**src/rtl/clkdiv_pkg.sv**
```systemverilog
package clkdiv_pkg;
    localparam logic [1:0] ADDR_DIV  = 2'd0;
    localparam logic [1:0] ADDR_GATE = 2'd1;
    localparam logic [1:0] ADDR_STAT = 2'd2;

    // period length in input cycles for a field value
    function automatic logic [10:0] eff_div(input logic [5:0] f, input logic ext);
        logic [10:0] v;
        if (ext) begin
            v = f[5] ? {f[4:0], 6'b0} : {6'b0, f[4:0]};
            if (v == '0) v = 11'd64;
        end else begin
            v = {6'b0, f[4:0]};
            if (v == '0) v = 11'd32;
        end
        return v;
    endfunction
endpackage

```
**src/rtl/clkdiv_regs.sv**
```systemverilog
module clkdiv_regs
    import clkdiv_pkg::*;
#(
    parameter int FIELD_W = 5,
    parameter int DATA_W  = 8
) (
    input  logic               clk,
    input  logic               rst_n,
    input  logic               wr_en,
    input  logic [1:0]         wr_addr,
    input  logic [DATA_W-1:0]  wr_data,
    input  logic [1:0]         rd_addr,
    input  logic               wrap,
    output logic [DATA_W-1:0]  rd_data,
    output logic [FIELD_W-1:0] field_now,
    output logic [FIELD_W-1:0] field_next,
    output logic               gate_req
);
    typedef struct packed {
        logic [FIELD_W-1:0] active;
        logic [FIELD_W-1:0] nxt;
        logic [FIELD_W-1:0] hold;
        logic               busy;
        logic               hold_v;
        logic               gate_req;
    } regs_t;

    regs_t q, d;

    always_comb begin
        d = q;
        if (wrap && q.busy) begin
            d.active = q.nxt;
            if (q.hold_v) begin
                d.nxt    = q.hold;
                d.hold_v = 1'b0;
            end else begin
                d.busy = 1'b0;
            end
        end
        if (wr_en && wr_addr == ADDR_DIV) begin
            if (d.busy) begin
                d.hold   = wr_data[FIELD_W-1:0];
                d.hold_v = 1'b1;
            end else begin
                d.nxt  = wr_data[FIELD_W-1:0];
                d.busy = 1'b1;
            end
        end
        if (wr_en && wr_addr == ADDR_GATE) d.gate_req = wr_data[0];
    end

    always_ff @(posedge clk) begin
        if (!rst_n) q <= '0;
        else        q <= d;
    end

    always_comb begin
        rd_data = '0;
        case (rd_addr)
            ADDR_DIV:  rd_data[FIELD_W-1:0] = q.active;
            ADDR_GATE: rd_data[0] = q.gate_req;
            ADDR_STAT: begin
                rd_data[3] = q.busy;
                rd_data[4] = q.busy;
            end
            default:   rd_data = '0;
        endcase
    end

    assign field_now  = q.active;
    assign field_next = d.active;
    assign gate_req   = q.gate_req;

    assert_field_on_wrap_R7: assert property (@(posedge clk) disable iff (!rst_n)
        !$stable(q.active) |-> $past(wrap));
    assert_busy_after_write_R6: assert property (@(posedge clk) disable iff (!rst_n)
        (wr_en && wr_addr == ADDR_DIV) |=> q.busy);
    assert_busy_ends_on_wrap_R6: assert property (@(posedge clk) disable iff (!rst_n)
        $fell(q.busy) |-> $past(wrap));
    assert_queue_keeps_busy_R9: assert property (@(posedge clk) disable iff (!rst_n)
        q.hold_v |-> q.busy);
endmodule

```
**src/rtl/clkdiv_core.sv**
```systemverilog
module clkdiv_core
    import clkdiv_pkg::*;
#(
    parameter int FIELD_W = 5,
    parameter int CNT_W   = 6,
    parameter bit EXT     = 1'b0
) (
    input  logic               clk,
    input  logic               rst_n,
    input  logic [FIELD_W-1:0] field_now,
    input  logic [FIELD_W-1:0] field_next,
    input  logic               gate_req,
    output logic               wrap,
    output logic               clk_o,
    output logic               tick_o
);
    typedef struct packed {
        logic [CNT_W-1:0] cnt;
        logic             gate;
        logic             lvl;
        logic             tick;
    } core_t;

    core_t q, d;
    logic [CNT_W-1:0] len_now, len_next;
    logic [CNT_W:0]   half_next;

    always_comb begin
        len_now   = CNT_W'(eff_div(6'(field_now), EXT));
        len_next  = CNT_W'(eff_div(6'(field_next), EXT));
        half_next = ({1'b0, len_next} + 1'b1) >> 1;
        wrap      = (q.cnt == len_now - 1'b1);
        d         = q;
        d.cnt     = wrap ? '0 : q.cnt + 1'b1;
        if (wrap) d.gate = gate_req;
        d.lvl     = d.gate && ({1'b0, d.cnt} < half_next);
        d.tick    = d.gate && (d.cnt == len_next - 1'b1);
    end

    always_ff @(posedge clk) begin
        if (!rst_n) q <= '0;
        else        q <= d;
    end

    assign clk_o  = q.lvl;
    assign tick_o = q.tick;

    assert_count_in_period_R11: assert property (@(posedge clk) disable iff (!rst_n)
        q.cnt < len_now);
    assert_gate_on_boundary_R8: assert property (@(posedge clk) disable iff (!rst_n)
        !$stable(q.gate) |-> q.cnt == '0);
    assert_quiet_when_gated_R4: assert property (@(posedge clk) disable iff (!rst_n)
        !q.gate |-> (!q.lvl && !q.tick));
endmodule

```
**src/rtl/clkdiv_top.sv**
```systemverilog
module clkdiv_top #(
    parameter bit EXT_MODE = 1'b0,
    parameter int DATA_W   = 8
) (
    input  logic              clk,
    input  logic              rst_n,
    input  logic              wr_en,
    input  logic [1:0]        wr_addr,
    input  logic [DATA_W-1:0] wr_data,
    input  logic [1:0]        rd_addr,
    output logic [DATA_W-1:0] rd_data,
    output logic              clk_o,
    output logic              tick_o
);
    localparam int FIELD_W = EXT_MODE ? 6 : 5;
    localparam int CNT_W   = EXT_MODE ? 11 : 6;

    logic [FIELD_W-1:0] field_now, field_next;
    logic               gate_req, wrap;

    clkdiv_regs #(.FIELD_W(FIELD_W), .DATA_W(DATA_W)) u_regs (
        .clk(clk), .rst_n(rst_n), .wr_en(wr_en), .wr_addr(wr_addr),
        .wr_data(wr_data), .rd_addr(rd_addr), .wrap(wrap), .rd_data(rd_data),
        .field_now(field_now), .field_next(field_next), .gate_req(gate_req)
    );

    clkdiv_core #(.FIELD_W(FIELD_W), .CNT_W(CNT_W), .EXT(EXT_MODE)) u_core (
        .clk(clk), .rst_n(rst_n), .field_now(field_now), .field_next(field_next),
        .gate_req(gate_req), .wrap(wrap), .clk_o(clk_o), .tick_o(tick_o)
    );
endmodule

```
**config.mk**
```make
export PLATFORM = sky130hd
export DESIGN_NAME = clkdiv_top
export DESIGN_NICKNAME = d
export VERILOG_FILES = /design/src/rtl/clkdiv_pkg.sv /design/src/rtl/clkdiv_regs.sv /design/src/rtl/clkdiv_core.sv /design/src/rtl/clkdiv_top.sv
export SDC_FILE = /design/constraint.sdc
export NUM_CORES = 1
export LEC_CHECK = 0
export ABC_CLOCK_PERIOD_IN_PS = 3950
export BUFFER_PORTS_ARGS = -buffer_cell sky130_fd_sc_hd__clkbuf_2
export CAP_MARGIN = 5
export CORE_UTILIZATION = 50
export CTS_CLUSTER_DIAMETER = 60
export DETAILED_ROUTE_END_ITERATION = 6
export GPL_ROUTABILITY_DRIVEN = 0
export MAX_ROUTING_LAYER = met4
export PLACE_DENSITY = 0.71
export RECOVER_POWER = 100
export SLEW_MARGIN = 20
export SYNTH_ARGS = -nofsm -noshare
export SYNTH_HDL_FRONTEND = slang
export SYNTH_SLANG_ARGS = --single-unit
```
**constraint.sdc**
```tcl
create_clock -name clk -period 3.95 [get_ports clk]
set_clock_uncertainty 0.1 [all_clocks]
set_input_delay 0.1975 -clock clk [delete_from_list [all_inputs] [get_ports clk]]
set_output_delay 0.1975 -clock clk [all_outputs]
set_load 0.05 [all_outputs]
```
======== After elaboration in Yosys (flattened, before gate mapping) ========
Index checks and enable logic that the tools add are counted.
operators by class
  add/sub/neg operators ................... 4
  order comparisons ....................... 1
  equal/unequal tests ..................... 5
  mux-type cells .......................... 15
  reductions and logical operators ........ 10
operators with widths
  operator             count
  $mux 6               3
  $mux 5               3
  $eq 6x6->1           2
  $mux 12              1
  $sub 6x1->6 const B  2
  $logic_not 5->1      2
  $mux 10              1
  $add 6x1->7 const B  1
  $add 6x1->6 const B  1
  $lt 6x6->1           1
  $logic_and 1x1->1    5
  $eq 2x1->1 const B   2
  $logic_not 2->1      2
  $mux 2               2
  $pmux 2 s2           1
  $mux 1               3
  $eq 2x2->1 const B   1
  $pmux 1 s2           1
  $reduce_and 2->1     1
storage, ports and cells
  bits in registers ....................... 27
  bits of input ports ..................... 15
  output and inout bits ................... 10
  word-level logic and storage cells ...... 45

======== Logic depth before layout (Yosys ltp) ========
  depth in word-level cells ............... 11
  gate-level depth with buffers ........... 16
  depth with buffers taken out ............ 15

======== By module ========
A second synthesis with hierarchy kept.
unflattened totals
  cells, all modules ...................... 208
  area, all modules ....................... 1813.0 µm²
by module, submodules not included
  module       instances  cells each  area an instance (µm²)  sequential area each (µm²)
  clkdiv_regs  1          102         953.4                   360.3
  clkdiv_core  1          106         859.6                   180.2

======== Least setup slack after synthesis ========
Ideal clock, no wire load.
  path type ............................... flip-flop to flip-flop
  start point ............................. register u_regs.q (netlist bit u_regs.field_now[0])
  end point ............................... register u_core.q (netlist bit u_core.clk_o)
  setup time .............................. 91 ps
  arrival ................................. 3282 ps
  required time ........................... 3759 ps
  slack ................................... 477 ps
  cell stages (with the launch flop) ...... 17
  buffers on the path ..................... 1
  clock period less this slack ............ 3473 ps
  path through ............................ dfxtp_1 > inv_1 > ha_1 > xor3_1 > nor4_4 > and4_4 > buf_12 > mux2i_2 > inv_1 > ha_1 > nor3b_1 > xor2_1 > ha_1 > a21oi_1 > nor2b_1 > o21ai_0 > nor4bb_1
on the way
  word-level cells in the longest chain between the ends .. 11
  elaborated cells on any way between the ends .. 13
  those cells by class .................... 2 x add/sub; 1 x order compare; 1 x eq/ne; 5 x mux; 4 x reduce/logical
RTL lines
  item                    line               RTL
  start, declared         clkdiv_regs.sv:28  regs_t q, d;
  start signal, assigned  clkdiv_regs.sv:54  if (!rst_n) q <= '0;
  start signal, assigned  clkdiv_regs.sv:55  else q <= d;
  $logic_not 5->1         clkdiv_pkg.sv:14   if (v == '0) v = 11'd32;
  $mux 6                  clkdiv_pkg.sv:14
  $sub 6x1->6             clkdiv_core.sv:32  wrap = (q.cnt == len_now - 1'b1);
  $eq 6x6->1              clkdiv_core.sv:32
  $logic_and 1x1->1       clkdiv_regs.sv:32  if (wrap && q.busy) begin
  $mux 10                 clkdiv_regs.sv:32
  $logic_not 5->1         clkdiv_pkg.sv:14
  $mux 6                  clkdiv_pkg.sv:14
  $add 6x1->7             clkdiv_core.sv:31  half_next = ({1'b0, len_next} + 1'b1) >> 1;
  $lt 6x6->1              clkdiv_core.sv:36  d.lvl = d.gate && ({1'b0, d.cnt} < half_next);
  $logic_and 1x1->1 *     clkdiv_core.sv:36
  end signal, assigned    clkdiv_core.sv:41  if (!rst_n) q <= '0;
  end signal, assigned    clkdiv_core.sv:42  else q <= d;
  end, declared           clkdiv_core.sv:24  core_t q, d;
Every way passes the cells marked *; elsewhere a longest branch is shown, timed or not.
A chain may end at the register's enable or synchronous reset.

======== Worst setup path after layout ========
  start point ............................. register u_regs.q (netlist bit u_regs.field_now[1])
  end point ............................... register u_core.q (netlist bit u_core.clk_o)
Same word-level chain as after synthesis.

==> summary.txt <==
Worst setup path
  – Worst reg-to-reg setup slack: 0.17 ns
  – Worst reg2reg path depth: 15
  – Worst-path fanout max: 11
  – Reg2reg end: u_core.clk_o
  – Critical Path End: u_core.clk_o
  – Crit path launch: u_regs.field_now[1]
  – Reg2reg start: u_regs.field_now[1]
  – Critical Path RT: 4.11 ns
  – WP data arrival: 3.94 ns
  – Setup CP Type: flip-flop to flip-flop
  – Startpoint Class: flip-flop
  – CP Capture Type: flip-flop

Clock tree
  – Root Driver: clkbuf_4
  – Clk buf depth: 2
  – TritonCTS buffer count: 3
  – Worst skew pair latency: approximately 0.34 ns
  – CTS clock-pin slew for the worst setup and hold paths: 0.16 ns
  – CTS tree: done
  – H-tree levels: 1
  – CTS sink count: 27

Power and ir drop
  – Leak: 0.000774 uW
  – PD cells: 263 nW/um^2
  – Worst vdd ir: 0.000156 V

Floorplan
  – FP Rows: 20
  – Ports: 25
  – Initial Util: between 50% and 60%
  – Die width: slightly below 60 um
  – Die ar.: roughly 3500 um^2
  – Die Ht: approximately 60 um
  – Core Box Area: 3100 um^2

Routing
  – Met2 wire length: 1630 um
  – Wire length on met1: 1430 um
  – DR iter-0 viols: 60
  – Vias/cell: 5.31
  – Via count: 1268
  – DR top layer: met4
  – Average wire per standard cell: about 13 um
  – Antenna viol nets, final: 0
  – Drt first pass iters: 4
  – Final wirelength: 3150 um
  – Routed length on met3: a little under 80 um
  – # DRC: 0

STA
  – Fin crit period: 3.78 ns
  – Achievable Freq: 265 MHz
  – Normalized max-slew margin: roughly 58%
  – Slew @ Worst Pin: 0.626 ns
  – Finish-stage setup viols: 0
  – Final Hold Vio Count: 0
  – Tcrit/Tclk final: a little over nine tenths
  – Unrepaired setup endpoints after global routing: false
  – Pins Over Slew Limit: 0
  – Setup TNS: 0 ns
  – Slack of the critical path: 0.171 ns

Synthesis
  – Area share of fa/ha/maj cells after synthesis: 6.81%
  – Top-area cell type share of the netlist area: around a third
  – Yosys warnings: 0
  – Xor/xnor cell area share of the yosys netlist: 12.6%
  – Most instantiated library cell after synthesis: dfxtp_1
  – Largest family of logic cells by synthesized area: simple AND/OR/NAND/NOR gates
  – Ys async rst share: 0%
  – Mux contribution to synthesized area: 10.7%
  – Synth cell count leaders: dfxtp_1 (27), mux2i_1 (15), xnor2_1 (14)
  – Top post-synthesis cells by area: dfxtp_1 (33%), mux2i_1 (9.1%), xnor2_1 (7.4%)
  – #FFs+latches synth: 27
  – Seq/Total Area, Yosys: 32.7%
  – Post-Synthesis Cells: 175
  – Prevailing post-synth register cell: dfxtp_1
  – Post-Synth Simple-Gate Area: roughly a quarter
  – Number of flops mapped to enable cells by yosys: 0
  – Distinct cells, synth: 39
  – Post-synthesis compound-gate area fraction: 8.62%
  – Dominant cell type by area after synthesis: dfxtp_1
  – Syn Area/Cell: 9.45 um^2
  – Syn Std Cell Area: 1650 um^2

Outcome
  – Outcome: finished clean

Placement
  – Cells after DPL: ~230
  – Pre-CTS WS: ~0.1 ns
  – Post-DP HPWL: between 2000 and 2500 um
  – # port buffers: 18

Layout
  – Fin util: 58.0%
  – Syn-to-layout area delta: 8.85%
  – Share of cells above drive strength 1: 13.3%
  – Final #Nets: 220
  – Fillcell total: 305
  – Finished Layout Cells: between 200 and 250
  – ANT cells: 0

GRT
  – Gr usage total: 20.3%
  – Global-route wire length before repair: ~5200 um
  – Total congestion overflow: 0
  – Initial antenna violation count: 0
  – Largest net degree at the start of global routing: 27
  – Number of global-route vias before repair: 1207

Flow run
  – MaxCap Viol Count: 0

Min path
  – HP Class: input port to flip-flop
## layout make-up
| type | count | area, um^2 | share of cell area, % |
|---|---|---|---|
| clock buffers | 3 | 22.5 | 1.25 |
| repair buffers | 22 | 106 | 5.91 |
| well taps | 44 | 55.1 | 3.06 |
| multi-input cells | 137 | 1050 | 58.2 |
| clock inverters | 1 | 7.51 | 0.417 |
| flip-flops and latches | 27 | 542 | 30.1 |
| inverters | 5 | 18.8 | 1.04 |
## where the power goes
| group | leakage [uW] | switching [uW] | internal, uW |
|---|---|---|---|
| Clock | 0.0000139 | 88.3 | 38.9 |
| Combinational | 0.000540 | 35.0 | 26.1 |
| Sequential | 0.000219 | 6.18 | 279 |
| Total | 0.000774 | 129 | 344 |
## worst min path at each step
| stage | start | endpoint | slack (ns) | depth (start not counted) |
|---|---|---|---|---|
| 2_1_floorplan | rst_n | u_regs.q[3] | 0.23 | 1 |
| 3_3_place_gp | wr_data[1] | u_regs.q[9] | 0.35 | 2 |
| 3_5_place_dp | wr_data[3] | u_regs.q[11] | 0.36 | 2 |
| 4_1_cts | wr_data[1] | u_regs.q[9] | 0.002 | 2 |
| 5_1_grt | wr_data[2] | u_regs.q[10] | 0.0008 | 2 |
| 6_report | wr_data[1] | u_regs.q[9] | 0.003 | 2 |
## worst max-delay path, cell delays in order (launching register included)
cell and delay [ns]:
dfxtp_1 0.43, inv_1 0.09, ha_1 0.20, xor3_1 0.41, nor4_4 0.21, and4_4 0.38, mux2i_2 0.34, inv_1 0.08
ha_1 0.23, nor3b_1 0.15, xor2_1 0.16, ha_1 0.33, a21oi_1 0.15, nor2b_1 0.05, o21ai_0 0.13, nor4bb_1 0.26
## registers in the layout (all words and copies together), names as in the netlist
name              count
u_regs.q             12
u_core.q              7
u_regs.field_now      5
u_core.clk_o          1
u_core.tick_o         1
u_regs.gate_req       1
## repair_timing
item | 4_1_cts | 5_1_grt
endpoints found under the setup margin | 0 | 1
buffers inserted | 0 | 0
gates resized for setup | 0 | 2
hold buffers | 1 | 0
endpoints found under the hold margin | 1 | 0
## cells in the final DEF (no fill, tap or decap), drive strengths merged, types with 4 or more instances in the layout
cell    Yosys  final
nor2b      12     12
conb        2      4
nor3        4      4
a21oi       4      4
and2        6      6
inv         5      5
ha          9      9
nand3       5      5
nand2      10     10
o21ai       5      5
o211a       5      5
clkbuf      4     23
nor3b       4      4
xor2        7      7
dfxtp      27     27
nor2       10     10
xnor2      14     14
mux2i      17     17
## logic make-up after synthesis
logic type               Yosys count
other                              2
AO/OA/AOI/OAI                     20
multiplexers                      17
XOR/XNOR                          22
adder cells (fa/ha/maj)            9
flip-flops                        27
buffers and inverters             13
AND/OR/NAND/NOR                   65
## per-layer routing
metal | global-route usage (%) | vias to the layer above
met2 | 37.4 | 20
met5 | - | -
met1 | 23.1 | 612
met4 | 4.65 | 0
li1 | - | 634
met3 | 2.84 | 2
## stage by stage
step | total power [uW] | instance area, um^2 | hold slack (ns)
6_report | 474 | 1800 | 0.00252
5_1_grt | 490 | 1800 | 0.000799
4_1_cts | 476 | 1810 | 0.00165
3_5_place_dp | 352 | 1770 | 0.362
3_3_place_gp | 348 | 1770 | 0.354
2_1_floorplan | 337 | 1660 | 0.226
Note: power is estimated with default switching activity, not from simulation.
